--- src/rtl/mecc_pkg.sv ---
package mecc_pkg;
  typedef enum logic [1:0] {
    PATH_FILT  = 2'd0,
    PATH_PLAIN = 2'd1,
    PATH_PDB   = 2'd2,
    PATH_CODED = 2'd3
  } path_e;

  typedef enum logic [2:0] {
    ST_IDLE,
    ST_SEARCH,
    ST_CREQ,
    ST_CWAIT,
    ST_RESP
  } state_e;

  localparam logic OP_DECODE = 1'b0;
  localparam logic OP_ENCODE = 1'b1;
endpackage

--- src/rtl/mecc_lru.sv ---
module mecc_lru #(
  parameter int N = 4
) (
  input  logic              clk,
  input  logic              rst_n,
  input  logic [N-1:0]      valid,
  input  logic              touch_en,
  input  logic [(N>1?$clog2(N):1)-1:0] touch_idx,
  output logic [(N>1?$clog2(N):1)-1:0] victim_idx
);
  localparam int IW = (N > 1) ? $clog2(N) : 1;

  logic [IW-1:0] age_q [N];

  always_ff @(posedge clk or negedge rst_n) begin
    if (!rst_n) begin
      for (int i = 0; i < N; i++) age_q[i] <= IW'(i);
    end else if (touch_en) begin
      for (int i = 0; i < N; i++) begin
        if (IW'(i) == touch_idx) age_q[i] <= '0;
        else if (age_q[i] < age_q[touch_idx]) age_q[i] <= age_q[i] + 1'b1;
      end
    end
  end

  logic found;
  always_comb begin
    victim_idx = '0;
    found      = 1'b0;
    for (int i = 0; i < N; i++) begin
      if (!valid[i] && !found) begin
        victim_idx = IW'(i);
        found      = 1'b1;
      end
    end
    if (!found) begin
      for (int i = 0; i < N; i++)
        if (age_q[i] == IW'(N - 1)) victim_idx = IW'(i);
    end
  end


  touch_mru_chk: assert property (@(posedge clk) disable iff (!rst_n)
    touch_en |=> age_q[$past(touch_idx)] == '0);
endmodule

--- src/rtl/mecc_cam.sv ---
module mecc_cam #(
  parameter int N       = 4,
  parameter int TAG_W   = 8,
  parameter int PAY_W   = 8,
  parameter bit USE_LRU = 1'b1
) (
  input  logic                 clk,
  input  logic                 rst_n,
  input  logic [TAG_W-1:0]     lk_tag,
  output logic                 lk_hit,
  output logic [(N>1?$clog2(N):1)-1:0] lk_idx,
  output logic [PAY_W-1:0]     lk_pay,
  input  logic                 wr_en,
  input  logic [(N>1?$clog2(N):1)-1:0] wr_idx,
  input  logic [TAG_W-1:0]     wr_tag,
  input  logic [PAY_W-1:0]     wr_pay,
  input  logic                 inv_en,
  input  logic [(N>1?$clog2(N):1)-1:0] inv_idx,
  input  logic                 touch_en,
  input  logic [(N>1?$clog2(N):1)-1:0] touch_idx,
  output logic [(N>1?$clog2(N):1)-1:0] slot_idx,
  output logic                 slot_free
);
  localparam int IW = (N > 1) ? $clog2(N) : 1;

  logic [N-1:0]     vld_q;
  logic [TAG_W-1:0] tag_q [N];
  logic [PAY_W-1:0] pay_q [N];
  logic [N-1:0]     match;

  always_ff @(posedge clk or negedge rst_n) begin
    if (!rst_n) begin
      vld_q <= '0;
      for (int i = 0; i < N; i++) begin
        tag_q[i] <= '0;
        pay_q[i] <= '0;
      end
    end else begin
      if (inv_en) vld_q[inv_idx] <= 1'b0;
      if (wr_en) begin
        vld_q[wr_idx] <= 1'b1;
        tag_q[wr_idx] <= wr_tag;
        pay_q[wr_idx] <= wr_pay;
      end
    end
  end

  always_comb begin
    lk_idx = '0;
    lk_pay = '0;
    for (int i = 0; i < N; i++) begin
      match[i] = vld_q[i] && (tag_q[i] == lk_tag);
      if (match[i]) begin
        lk_idx = IW'(i);
        lk_pay = pay_q[i];
      end
    end
    lk_hit    = |match;
    slot_free = ~&vld_q;
  end

  generate
    if (USE_LRU) begin : g_lru
      mecc_lru #(.N(N)) u_lru (
        .clk        (clk),
        .rst_n      (rst_n),
        .valid      (vld_q),
        .touch_en   (touch_en),
        .touch_idx  (touch_idx),
        .victim_idx (slot_idx)
      );
    end else begin : g_first_free
      logic unused_touch;
      assign unused_touch = ^{touch_en, touch_idx};
      always_comb begin
        slot_idx = '0;
        for (int i = N - 1; i >= 0; i--)
          if (!vld_q[i]) slot_idx = IW'(i);
      end
    end
  endgenerate


  tag_unique_chk: assert property (@(posedge clk) disable iff (!rst_n)
    $onehot0(match));
endmodule

--- src/rtl/mecc_lookup_ctrl.sv ---
module mecc_lookup_ctrl
  import mecc_pkg::*;
#(
  parameter int ADDR_W  = 8,
  parameter int DATA_W  = 16,
  parameter int CHK_W   = 8,
  parameter int STORE_N = 8,
  parameter int PDB_N   = 4,
  parameter int FLT_N   = 4
) (
  input  logic              clk,
  input  logic              rst_n,
  input  logic              mark_valid,
  input  logic [ADDR_W-1:0] mark_addr,
  input  logic [CHK_W-1:0]  mark_chk,
  input  logic              req_valid,
  output logic              req_ready,
  input  logic              req_write,
  input  logic [ADDR_W-1:0] req_addr,
  input  logic [DATA_W-1:0] req_data,
  output logic              res_valid,
  input  logic              res_ready,
  output logic [1:0]        res_path,
  output logic [DATA_W-1:0] res_data,
  output logic              cod_req_valid,
  input  logic              cod_req_ready,
  output logic              cod_req_op,
  output logic [DATA_W-1:0] cod_req_data,
  output logic [CHK_W-1:0]  cod_req_chk,
  input  logic              cod_rsp_valid,
  output logic              cod_rsp_ready,
  input  logic [DATA_W-1:0] cod_rsp_data,
  input  logic [CHK_W-1:0]  cod_rsp_chk
);
  localparam int SIW = (STORE_N > 1) ? $clog2(STORE_N) : 1;
  localparam int PIW = (PDB_N > 1) ? $clog2(PDB_N) : 1;
  localparam int FIW = (FLT_N > 1) ? $clog2(FLT_N) : 1;

  state_e            state_q, state_d;
  logic              wr_q;
  logic [ADDR_W-1:0] addr_q;
  logic [DATA_W-1:0] data_q;
  path_e             path_q, path_d;
  logic [DATA_W-1:0] out_q, out_d;
  logic [SIW-1:0]    sidx_q;
  logic [PIW-1:0]    pidx_q;
  logic              phit_q;
  logic              coder_used_q;

  logic [ADDR_W-1:0] lk_tag;

  // check-bit store
  logic              s_hit, s_free, s_wr;
  logic [SIW-1:0]    s_idx, s_slot, s_wr_idx;
  logic [CHK_W-1:0]  s_pay, s_wr_pay;
  logic [ADDR_W-1:0] s_wr_tag;
  // corrected-data buffer
  logic              p_hit, p_free, p_wr, p_touch;
  logic [PIW-1:0]    p_idx, p_slot, p_wr_idx, p_touch_idx;
  logic [DATA_W-1:0] p_pay, p_wr_pay;
  // clean-address filter
  logic              f_hit, f_free, f_wr, f_inv, f_touch;
  logic [FIW-1:0]    f_idx, f_slot, f_touch_idx;
  logic [0:0]        f_pay;

  logic unused_free;
  assign unused_free = ^{p_free, f_free, f_pay};

  assign lk_tag = (state_q == ST_IDLE) ? mark_addr : addr_q;

  mecc_cam #(.N(STORE_N), .TAG_W(ADDR_W), .PAY_W(CHK_W), .USE_LRU(1'b0)) u_store (
    .clk(clk), .rst_n(rst_n), .lk_tag(lk_tag), .lk_hit(s_hit), .lk_idx(s_idx), .lk_pay(s_pay),
    .wr_en(s_wr), .wr_idx(s_wr_idx), .wr_tag(s_wr_tag), .wr_pay(s_wr_pay),
    .inv_en(1'b0), .inv_idx('0), .touch_en(1'b0), .touch_idx('0),
    .slot_idx(s_slot), .slot_free(s_free)
  );

  mecc_cam #(.N(PDB_N), .TAG_W(ADDR_W), .PAY_W(DATA_W), .USE_LRU(1'b1)) u_pdb (
    .clk(clk), .rst_n(rst_n), .lk_tag(lk_tag), .lk_hit(p_hit), .lk_idx(p_idx), .lk_pay(p_pay),
    .wr_en(p_wr), .wr_idx(p_wr_idx), .wr_tag(addr_q), .wr_pay(p_wr_pay),
    .inv_en(1'b0), .inv_idx('0), .touch_en(p_touch), .touch_idx(p_touch_idx),
    .slot_idx(p_slot), .slot_free(p_free)
  );

  mecc_cam #(.N(FLT_N), .TAG_W(ADDR_W), .PAY_W(1), .USE_LRU(1'b1)) u_flt (
    .clk(clk), .rst_n(rst_n), .lk_tag(lk_tag), .lk_hit(f_hit), .lk_idx(f_idx), .lk_pay(f_pay),
    .wr_en(f_wr), .wr_idx(f_slot), .wr_tag(addr_q), .wr_pay(1'b1),
    .inv_en(f_inv), .inv_idx(f_idx), .touch_en(f_touch), .touch_idx(f_touch_idx),
    .slot_idx(f_slot), .slot_free(f_free)
  );

  assign req_ready     = (state_q == ST_IDLE);
  assign res_valid     = (state_q == ST_RESP);
  assign cod_req_valid = (state_q == ST_CREQ);
  assign cod_rsp_ready = (state_q == ST_CWAIT);
  assign cod_req_op    = wr_q ? OP_ENCODE : OP_DECODE;
  assign cod_req_data  = data_q;
  assign cod_req_chk   = s_pay;
  assign res_path      = path_q;
  assign res_data      = out_q;

  always_comb begin
    state_d     = state_q;
    path_d      = path_q;
    out_d       = out_q;
    s_wr        = 1'b0;
    s_wr_idx    = s_slot;
    s_wr_tag    = addr_q;
    s_wr_pay    = cod_rsp_chk;
    p_wr        = 1'b0;
    p_wr_idx    = p_slot;
    p_wr_pay    = cod_rsp_data;
    p_touch     = 1'b0;
    p_touch_idx = p_idx;
    f_wr        = 1'b0;
    f_inv       = 1'b0;
    f_touch     = 1'b0;
    f_touch_idx = f_idx;
    unique case (state_q)
      ST_IDLE: begin
        if (mark_valid) begin
          s_wr_tag = mark_addr;
          s_wr_pay = mark_chk;
          if (s_hit) begin
            s_wr     = 1'b1;
            s_wr_idx = s_idx;
          end else if (s_free) begin
            s_wr = 1'b1;
          end
          if (s_hit || s_free) f_inv = f_hit;
        end
        if (req_valid) state_d = ST_SEARCH;
      end
      ST_SEARCH: begin
        if (!wr_q && p_hit) begin
          p_touch = 1'b1;
          path_d  = PATH_PDB;
          out_d   = p_pay;
          state_d = ST_RESP;
        end else if (f_hit) begin
          f_touch = 1'b1;
          path_d  = PATH_FILT;
          out_d   = data_q;
          state_d = ST_RESP;
        end else if (s_hit) begin
          state_d = ST_CREQ;
        end else begin
          f_wr        = 1'b1;
          f_touch     = 1'b1;
          f_touch_idx = f_slot;
          path_d      = PATH_PLAIN;
          out_d       = data_q;
          state_d     = ST_RESP;
        end
      end
      ST_CREQ: begin
        if (cod_req_ready) state_d = ST_CWAIT;
      end
      ST_CWAIT: begin
        if (cod_rsp_valid) begin
          path_d  = PATH_CODED;
          state_d = ST_RESP;
          if (wr_q) begin
            s_wr     = 1'b1;
            s_wr_idx = sidx_q;
            p_wr     = phit_q;
            p_wr_idx = pidx_q;
            p_wr_pay = data_q;
            out_d    = data_q;
          end else begin
            p_wr        = 1'b1;
            p_touch     = 1'b1;
            p_touch_idx = p_slot;
            out_d       = cod_rsp_data;
          end
        end
      end
      ST_RESP: begin
        if (res_ready) state_d = ST_IDLE;
      end
      default: state_d = ST_IDLE;
    endcase
  end

  always_ff @(posedge clk or negedge rst_n) begin
    if (!rst_n) begin
      state_q      <= ST_IDLE;
      wr_q         <= 1'b0;
      addr_q       <= '0;
      data_q       <= '0;
      path_q       <= PATH_PLAIN;
      out_q        <= '0;
      sidx_q       <= '0;
      pidx_q       <= '0;
      phit_q       <= 1'b0;
      coder_used_q <= 1'b0;
    end else begin
      state_q <= state_d;
      path_q  <= path_d;
      out_q   <= out_d;
      if (state_q == ST_IDLE && req_valid) begin
        wr_q         <= req_write;
        addr_q       <= req_addr;
        data_q       <= req_data;
        coder_used_q <= 1'b0;
      end
      if (state_q == ST_SEARCH) begin
        sidx_q <= s_idx;
        pidx_q <= p_idx;
        phit_q <= p_hit;
      end
      if (cod_req_valid && cod_req_ready) coder_used_q <= 1'b1;
    end
  end


  res_hold_chk: assert property (@(posedge clk) disable iff (!rst_n)
    res_valid && !res_ready |=> res_valid && $stable(res_data) && $stable(res_path));

  cod_hold_chk: assert property (@(posedge clk) disable iff (!rst_n)
    cod_req_valid && !cod_req_ready |=> cod_req_valid && $stable(cod_req_data)
      && $stable(cod_req_chk) && $stable(cod_req_op));

  busy_chk: assert property (@(posedge clk) disable iff (!rst_n)
    (res_valid || cod_req_valid || cod_rsp_ready) |-> !req_ready);

  fast_path_chk: assert property (@(posedge clk) disable iff (!rst_n)
    res_valid && res_path != PATH_CODED |-> !coder_used_q);

  coded_path_chk: assert property (@(posedge clk) disable iff (!rst_n)
    res_valid && res_path == PATH_CODED |-> coder_used_q);
endmodule

--- config.mk ---
export PLATFORM = sky130hd
export DESIGN_NAME = mecc_lookup_ctrl
export DESIGN_NICKNAME = d
export VERILOG_FILES = /design/src/rtl/mecc_pkg.sv /design/src/rtl/mecc_lru.sv /design/src/rtl/mecc_cam.sv /design/src/rtl/mecc_lookup_ctrl.sv
export SDC_FILE = /design/constraint.sdc
export NUM_CORES = 1
export LEC_CHECK = 0
export CAP_MARGIN = 20
export CORE_ASPECT_RATIO = 0.9
export CORE_MARGIN = 5
export CORE_UTILIZATION = 25
export DETAILED_ROUTE_END_ITERATION = 8
export GPL_ROUTABILITY_DRIVEN = 0
export PLACE_DENSITY = 0.39
export SLEW_MARGIN = 20
export SYNTH_ARGS = -nofsm -noshare
export SYNTH_HDL_FRONTEND = slang
export SYNTH_SLANG_ARGS = --single-unit
--- constraint.sdc ---
create_clock -name clk -period 12.15 [get_ports clk]
set_input_delay 2.43 -clock clk [delete_from_list [all_inputs] [get_ports clk]]
set_output_delay 2.43 -clock clk [all_outputs]
set_load 0.005 [all_outputs]
After elaboration in Yosys (flattened, before gate mapping)
Cells that the tools add are included.

word-level totals
  register bits after elaboration = 340
  latch bits = 0
  memory bits (writable) = 0
  memory bits (read-only) = 0
  input bits = 72
  output and inout bits = 47
  word-level logic and storage cells = 365
  memories kept = 0

operators by class
  add/sub/neg operators = 8
  multiply operators = 0
  divide/modulo/power cells = 0
  magnitude comparators = 24
  eq/ne operators = 39
  shift operators = 0
  multiplexer cells = 166
  bitwise gates (word level) = 10
  reductions and logical operators = 70

operator list
  operator             count
  $bwmux 64            3
  $mux 16              12
  $eq 8x8->1           16
  $mux 8               16
  $mux 2               54
  $mux 3               23
  $bwmux 32            2
  $mux 1               38
  $demux 16 s2         1
  $demux 8 s2          2
  $pmux 16 s2          1
  $logic_and 1x1->1    31
  $demux 8 s3          1
  $reduce_bool 2->1    9
  $add 2x1->2 const B  8
  $eq 2x2->1 const B   8
  $lt 2x2->1           8
  $reduce_and 2->1     8
  $pmux 3 s5           1
  $ge 3x3->1 const B   4
  $logic_not 1->1      12
  $not 2->3            4
  $lt 2x3->1 const B   3
  $bmux 2 s2           2
  33 further kinds     50

Logic depth before layout (Yosys ltp)
Gate-level depths: netlist of the first run.

  word-level depth = 25
  depth in mapped cells = 19

By module
Synthesis of the first run repeated with hierarchy kept, for this count alone.

second synthesis, totals
  cell total of the unflattened synthesis = 1,600
  area total of the unflattened synthesis = 18,343.8 um2

by module, submodules not included
  module               instances  cells an instance  area an instance (um2)
  mecc_cam at u_store  1          553                6,839.1
  mecc_cam at u_pdb    1          367                4,714.5
  mecc_lookup_ctrl     1          335                3,114.2
  mecc_cam at u_flt    1          163                2,044.5
  mecc_lru             2          91                 815.8

Least setup slack after synthesis of the first run
Ideal clock, no wire load.

  path kind = input to output
  start point = input port mark_addr[3]
  end point = output port cod_req_chk[0]
  arrival = 5.229 ns
  data required time = 9.720 ns
  slack = 4.491 ns
  stages on the path = 11
  buffers on the path = 2
  cells stage by stage = clkbuf_1 or4b_2 and3_1 nand3b_1 nor3_2 clkbuf_1 o21ai_0 mux2_2 mux2i_1 o21ai_0 a221o_1

on the way
  longest elaborated chain between the ends = 11
  elaborated cells between the ends (all ways) = 25
  classes of those cells = eq/ne: 8; mux: 9; reduce/logical: 8

ends and longest elaborated chain
  item                 line                    source
  from (decl)          mecc_lookup_ctrl.sv:14  input logic [ADDR_W-1:0] mark_addr,
  $mux 8 (*)           mecc_lookup_ctrl.sv:69  assign lk_tag = (state_q == ST_IDLE) ? mark_addr : addr_q;
  $eq 8x8->1           mecc_cam.sv:52          match[i] = vld_q[i] && (tag_q[i] == lk_tag);
  $logic_and 1x1->1    mecc_cam.sv:52
  $mux 8 (7 in a row)  mecc_cam.sv:53          if (match[i]) begin
  $mux 8 (*)           mecc_cam.sv:53
  to (decl)            mecc_lookup_ctrl.sv:29  output logic [CHK_W-1:0] cod_req_chk,

Every way passes the cells marked *; elsewhere a longest branch is shown, timed or not.

Final worst setup path of the first run
  start point = input port mark_addr[0]
  end point = output port cod_req_chk[0]

Same word-level chain as after synthesis.

==> key figures, run 1 <==
Status
  – Status: completed

Setup path
  – Worst EP arrival: ~7 ns
  – CP most frequent cell: clkdlybuf4s50_1
  – Worst EP required: just under 10 ns
  – CP peak stage delay: 1.00 ns
  – Buf/Inv on CP: 2
  – Worst-path cell chain: clkdlybuf4s50_1, or4b_2, nand2_1, xor2_1, a2111oi_0, and4_1, or2_2, nor2_1, a221o_1, clkdlybuf4s50_1
  – Crit path max fanout: 12
  – CP Launch Type: input pin
  – Critical path capture point type: primary output
  – Crit path max-delay cell type: clkdlybuf4s50_1
  – Crit-path leading delay family: simple AND/OR/NAND/NOR gates
  – WS Path Type: input pin to primary output

Synth
  – Seq cells post-synth: between 300 and 400
  – Mapped Cells: roughly 2000
  – Area contributors post-synth: dfrtp_1 (43%), mux2_2 (11%), nand2_1 (4.6%), o21ai_0 (4.3%), xor2_1 (2.5%)
  – Seq/Total Area, Yosys: 0.445
  – Unique masters post-synth: 91
  – Post-synth top cells: dfrtp_1 (331), nand2_1 (232), mux2_2 (183)
  – Cell with the most instances after synthesis: dfrtp_1
  – Synth Area per Inst: about 10 um^2
  – Post-synth net total: roughly 2000
  – Most frequently used flop master after synthesis: dfrtp_1
  – Number of synthesis warnings: 0
  – Yosys top cell by area: dfrtp_1
  – Ys async rst share: 1.00
  – Post-synth top area share: 0.433
  – Cell Area, Synth: roughly 19000 um^2
  – EDFF count, synth: 0

Clocking
  – Clock root cell: clkbuf_16
  – Total CTS buffers: 44
  – Worst-skew pair later-pin latency: between 0.5 and 0.6 ns
  – Post_cts resized: 0
  – Postcts setup bufs: 0
  – CTS tree: built
  – Htree depth: 2
  – Sink Count: between 300 and 400
  – # hold bufs at CTS: 0
  – CTS Buffer Depth: 3
  – Clock-pin transition on the worst setup and hold timing paths: around 0.06 ns

Power
  – PD cells: between 200 and 300 nW/um^2
  – Worst vdd ir: ~0.00012 V
  – P_leak: between 9 and 10 nW

Global routing
  – Vias in the first global route: ~16000
  – Pin count of the biggest net entering global routing: between 70 and 80
  – First-pass GRT wire length: 105 mm
  – Global route overflow: 0
  – Initial antenna violation count: 2
  – Gr usage total: 0.166

Cells and area
  – Fill count: 7867
  – Finished Layout Cells: about 3100
  – Nets: between 2000 and 2500
  – Multi-input logic area: a little under 10000 um^2
  – Register Area: roughly 8500 um^2
  – Syn-to-layout area delta: 20.9%
  – Layout cells sized above 1: 0.184

Floorplan
  – Die X-Extent: 302 um
  – # IOs: roughly 120
  – Core area: between 70000 and 80000 um^2
  – Chip Height: approximately 270 um
  – Starting density of the core: 0.252
  – Die area: 82200 um^2
  – Num rows: 96

Routing
  – Wire length per cell: between 20 and 25 um
  – Routed wire length: 69.4 mm
  – Post-detailed-route count of antenna-violating nets: 0
  – Residual DRC: 0
  – DR iter-0 viols: about 1100
  – TritonRoute pass-1 iters: 7
  – Vias: 15700
  – Vias/cell: 5.05

Placement
  – Post-Place Cells: 3027
  – Post-DP HPWL: 47.5 mm
  – PortBufs: approximately 120

Flow run
  – Max-Cap Viols: 0

STA
  – Slew @ Worst Pin: 1.13 ns
  – Final clock skew: 0.0257 ns
  – Final Hold Vio Count: 0
  – Max Freq: ~110 MHz
  – Setup TNS: 0 ns
  – Max Transition Viols Final: 0
  – Slew HR: 0.241
  – RSZ-0062 raised after global routing: no
  – Final setup vio count: 0
  – Crit share post-route: 0.777
  – Post-route minimum period: around 9.4 ns

Worst hold path
  – HP Class: register to register
-- placed cells by master, fill, tap and decap left out, types with 41 or more instances in the layout --
| cell type | Yosys | routed |
|---|---|---|
| nor2_1 | 105 | 104 |
| mux2_2 | 183 | 183 |
| buf_4 | 4 | 43 |
| xor2_1 | 54 | 54 |
| mux2i_1 | 43 | 43 |
| clkdlybuf4s50_1 | 0 | 117 |
| nand2_1 | 232 | 232 |
| o21ai_0 | 163 | 163 |
| nand2b_1 | 41 | 41 |
| inv_1 | 57 | 57 |
| dfrtp_1 | 331 | 331 |
| xnor2_1 | 52 | 52 |
| a21oi_1 | 83 | 83 |
| clkbuf_16 | 0 | 44 |
-- worst paths after layout --
kind,endpoint,cells past startpoint,slack (ns),start
worst max-delay path,cod_req_chk[0],10,2.71,mark_addr[0]
worst min-delay path,res_path[0],2,0.47,res_path[0]
worst max register to register,u_store.tag_q[9],16,5.09,state_q[2]
worst min register to register,res_path[0],2,0.47,res_path[0]
max in group asynchronous,phit_q,3,8.32,rst_n
min in group asynchronous,addr_q[1],1,1.84,rst_n
-- logic make-up after synthesis --
logic type               share of synthesized area
AO/OA/AOI/OAI                                0.170
buffers and inverters                       0.0394
AND/OR/NAND/NOR                              0.152
XOR/XNOR                                    0.0485
adder cells (fa/ha/maj)                    0.00784
multiplexers                                 0.138
flip-flops                                   0.445
-- metrics by stage --
step	hold slack [ns]	instance area, um^2	setup WS (ns)	power [W]	utilization
finish	0.469	23100	2.71	0.00610	0.304
global route	0.496	23100	2.54	0.00648	0.304
CTS	0.479	23100	2.63	0.00615	0.304
detailed placement	0.466	21500	2.66	0.00468	0.283
global placement	0.461	21500	2.70	0.00465	0.282
floorplan	0.439	19100	4.49	0.00361	-
-- report_power, final --
group | internal (W) | total [W] | switching (W)
clock | 0.000888 | 0.00142 | 0.000534
sequential | 0.00150 | 0.00186 | 0.000362
combinational | 0.00115 | 0.00282 | 0.00166
total | 0.00354 | 0.00610 | 0.00256
-- per-layer routing --
layer  GRT usage  share of wire
met4      0.0392          0.019
met5           0              0
met1       0.243           0.48
met3      0.0245          0.050
met2       0.258           0.45
-- final cells by class --
type                    count  area share
inverters                  62      0.0102
multi-input cells        1431       0.429
diodes                      2    0.000216
clock inverters            19      0.0125
clock buffers              62      0.0570
repair buffers            165      0.0675
flip-flops and latches    340       0.368
well taps                1029      0.0556
-- tightest hold or removal path: cells and delay by family, from the launching register on --
family          cells  cell delay [ns]
flops               1             0.37
buf+inv             1             0.04
compound gates      1             0.05
-- registers in the layout (all words and copies together) (netlist names) --
| signal | flops |
|---|---|
| u_pdb.pay_q | 64 |
| u_store.pay_q | 64 |
| u_store.tag_q | 64 |
| u_flt.tag_q | 32 |
| u_pdb.tag_q | 32 |
| cod_req_data | 16 |
| res_data | 16 |
| addr_q | 8 |
| u_flt.g_lru.u_lru.age_q | 8 |
| u_pdb.g_lru.u_lru.age_q | 8 |
| u_store.vld_q | 8 |
| u_flt.vld_q | 4 |
| u_pdb.vld_q | 4 |
| sidx_q | 3 |
| state_q | 3 |
| pidx_q | 2 |
| res_path | 2 |
| phit_q | 1 |
| wr_q | 1 |
(Power assumes the default switching activity.)
==> run 2, diff against run 1 <==
Clock period 12.15 ns to 9.23 ns, I/O delays scaled along.
==> run 2 against run 1 <==
Cell count down 0.13%. Critical path depth up 1. Critical endpoint unchanged. Largest power group unchanged. Worst hold slack worse by 0.0082 ns. Setup slack worse by 1.6 ns. First-iteration DRC count up 14%. Sequential share of layout area up 0.25 points. Sequential power up 34%. Utilization down 0.20 points. Combinational power up 30%. Highest routed layer unchanged. Non-clock buffer count up 4. Sequential cell count unchanged.
==> key figures, run 2 (synthesis gave the netlist of run 1 again) <==
Status
  – Status: completed

Setup path
  – Worst-path cell chain: clkdlybuf4s50_1, buf_4, or4b_1, and2_1, nor2_1, nor2_1, and4_1, or2_2, nor2_1, a221o_1, clkdlybuf4s50_1
  – Crit path max-delay cell type: clkdlybuf4s50_1
  – WS Path Type: input pin to primary output
  – Crit-path leading delay family: simple AND/OR/NAND/NOR gates
  – Worst EP arrival: around 6.3 ns
  – Critical path capture point type: primary output
  – Buf/Inv on CP: 3
  – R2r endpoint: u_store.tag_q[59]
  – RR Startpoint: state_q[2]
  – Flop2flop setup slack: around 3.2 ns
  – Crit path max fanout: 12
  – CP peak stage delay: 0.77 ns
  – R2r worst-path depth: 13
  – CP most frequent cell: nor2_1
  – Worst EP required: around 7.4 ns
  – CP Launch Type: input pin

Routing
  – TritonRoute pass-1 iters: 5
  – Highest routing layer actually used: met4
  – Routed wire length: about 70 mm
  – Met3 Routed Length: approximately 4.4 mm
  – Vias: between 15000 and 20000
  – Vias/cell: about 5.1
  – Post-detailed-route count of antenna-violating nets: 0
  – Wire length per cell: 22.7 um
  – Met1 wire length: roughly 33 mm
  – Residual DRC: 0
  – Met2 wire length: 31.5 mm
  – DR iter-0 viols: between 1000 and 1500

Power
  – P_leak: a little under 10 nW
  – Total power: between 0.007 and 0.008 W
  – Worst vdd ir: around 0.00016 V
  – PD cells: about 340 nW/um^2

Worst hold path
  – Min-Delay Startpoint: res_path[0]
  – WHS Path Cells: 2
  – HP Class: register to register
  – Worst Hold End: res_path[0]

Global routing
  – First-pass GRT wire length: 105 mm
  – Pin count of the biggest net entering global routing: ~130
  – Gr usage total: 0.167
  – Vias in the first global route: ~16000
  – Global route overflow: 0
  – Initial antenna violation count: 0

STA
  – Final Hold Vio Count: 0
  – Setup TNS: 0 ns
  – Final WS setup: approximately 1.1 ns
  – Final setup vio count: 0
  – Slew @ Worst Pin: approximately 1.1 ns
  – Final clock skew: approximately 0.030 ns
  – Max Transition Viols Final: 0
  – Max Freq: 123 MHz
  – RSZ-0062 raised after global routing: no
  – Crit share post-route: 0.883
  – Post-route minimum period: 8.15 ns
  – WHS: roughly 0.46 ns
  – Slew HR: 0.272

Clocking
  – Total CTS buffers: 44
  – Post_cts resized: 0
  – Htree depth: 2
  – Postcts setup bufs: 0
  – Sink Count: 340
  – # hold bufs at CTS: 0
  – Clock root cell: clkbuf_16
  – Worst-skew pair later-pin latency: 0.59 ns
  – CTS tree: built
  – Clock-pin transition on the worst setup and hold timing paths: roughly 0.060 ns
  – CTS Buffer Depth: 3

Cells and area
  – Utilization after layout: 0.302
  – Nets: 2132
  – Top Registers: u_pdb.pay_q x64, u_store.pay_q x64, u_store.tag_q x64
  – Layout cells sized above 1: 0.179
  – Syn-to-layout area delta: 20.1%
  – Commonest non-fill, non-tap cells in the layout: dfrtp_1 (331), nand2_1 (232), mux2_2 (183), o21ai_0 (163), clkdlybuf4s50_1 (117)
  – Commonest non-fill, non-tap cell in the layout: dfrtp_1

Placement
  – DP Worst Slack: around 1.1 ns
  – Post-DP HPWL: 47.9 mm
  – PortBufs: between 100 and 150

Floorplan
  – # IOs: 119
  – Core area: roughly 76000 um^2
  – Starting density of the core: 0.252
  – Chip Height: between 200 and 300 um
  – Num rows: 96
  – Die area: slightly above 80000 um^2
  – Die X-Extent: between 300 and 400 um

Flow run
  – Max-Cap Viols: 0
-- run 2: cell types whose count changed in the layout (fill, tap and decap cells not counted), moves of 3 or more --
cell,change
clkbuf_1,+12
clkbuf_8,-9
clkinv_2,-9
buf_4,+6
bufinv_16,-3
o21ai_1,-3
o21ai_2,+3
-- run 2: area by class of cell --
| cell class | instances | area [um^2] |
|---|---|---|
| flip-flops and latches | 340 | 8520 |
| clock inverters | 9 | 170 |
| clock buffers | 65 | 1240 |
| multi-input cells | 1431 | 9940 |
| diodes | 1 | 2.50 |
| repair buffers | 169 | 1590 |
| fillers | 7882 | 53000 |
| inverters | 62 | 235 |
| well taps | 1029 | 1290 |
-- run 2: worst max path at each step --
stage,cells after the start,slack (ns),endpoint,start
after floorplan,11,2.74,cod_req_chk[0],mark_addr[3]
after global placement,12,0.88,cod_req_chk[0],mark_addr[1]
after detailed placement,11,1.05,cod_req_chk[0],mark_addr[2]
after CTS,11,1.01,cod_req_chk[0],mark_addr[2]
after global routing,11,0.90,cod_req_chk[0],mark_addr[2]
final,11,1.08,cod_req_chk[0],mark_addr[2]
-- run 2: through the flow --
stage | cell area, um^2 | cells
after floorplan | 19100 | 1956
after global placement | 21600 | 3031
after detailed placement | 21600 | 3031
after CTS | 23000 | 3105
after global routing | 23000 | 3105
final | 23000 | 3106
-- run 2: tightest hold or removal path, stage by stage (launching register included) --
cell     delay, ns
dfstp_2       0.37
inv_1         0.04
a21oi_1       0.05
-- run 2: where the power goes --
group          switching (W)  internal, W  total (W)
combinational        0.00215      0.00152    0.00368
clock               0.000699      0.00102    0.00171
sequential          0.000522      0.00198    0.00250
total                0.00337      0.00451    0.00789
-- run 2: layer usage --
metal	vias up	GRT usage
li1	7239	-
met1	7905	0.234
met2	457	0.259
met3	109	0.0381
met4	0	0.0467
met5	-	0
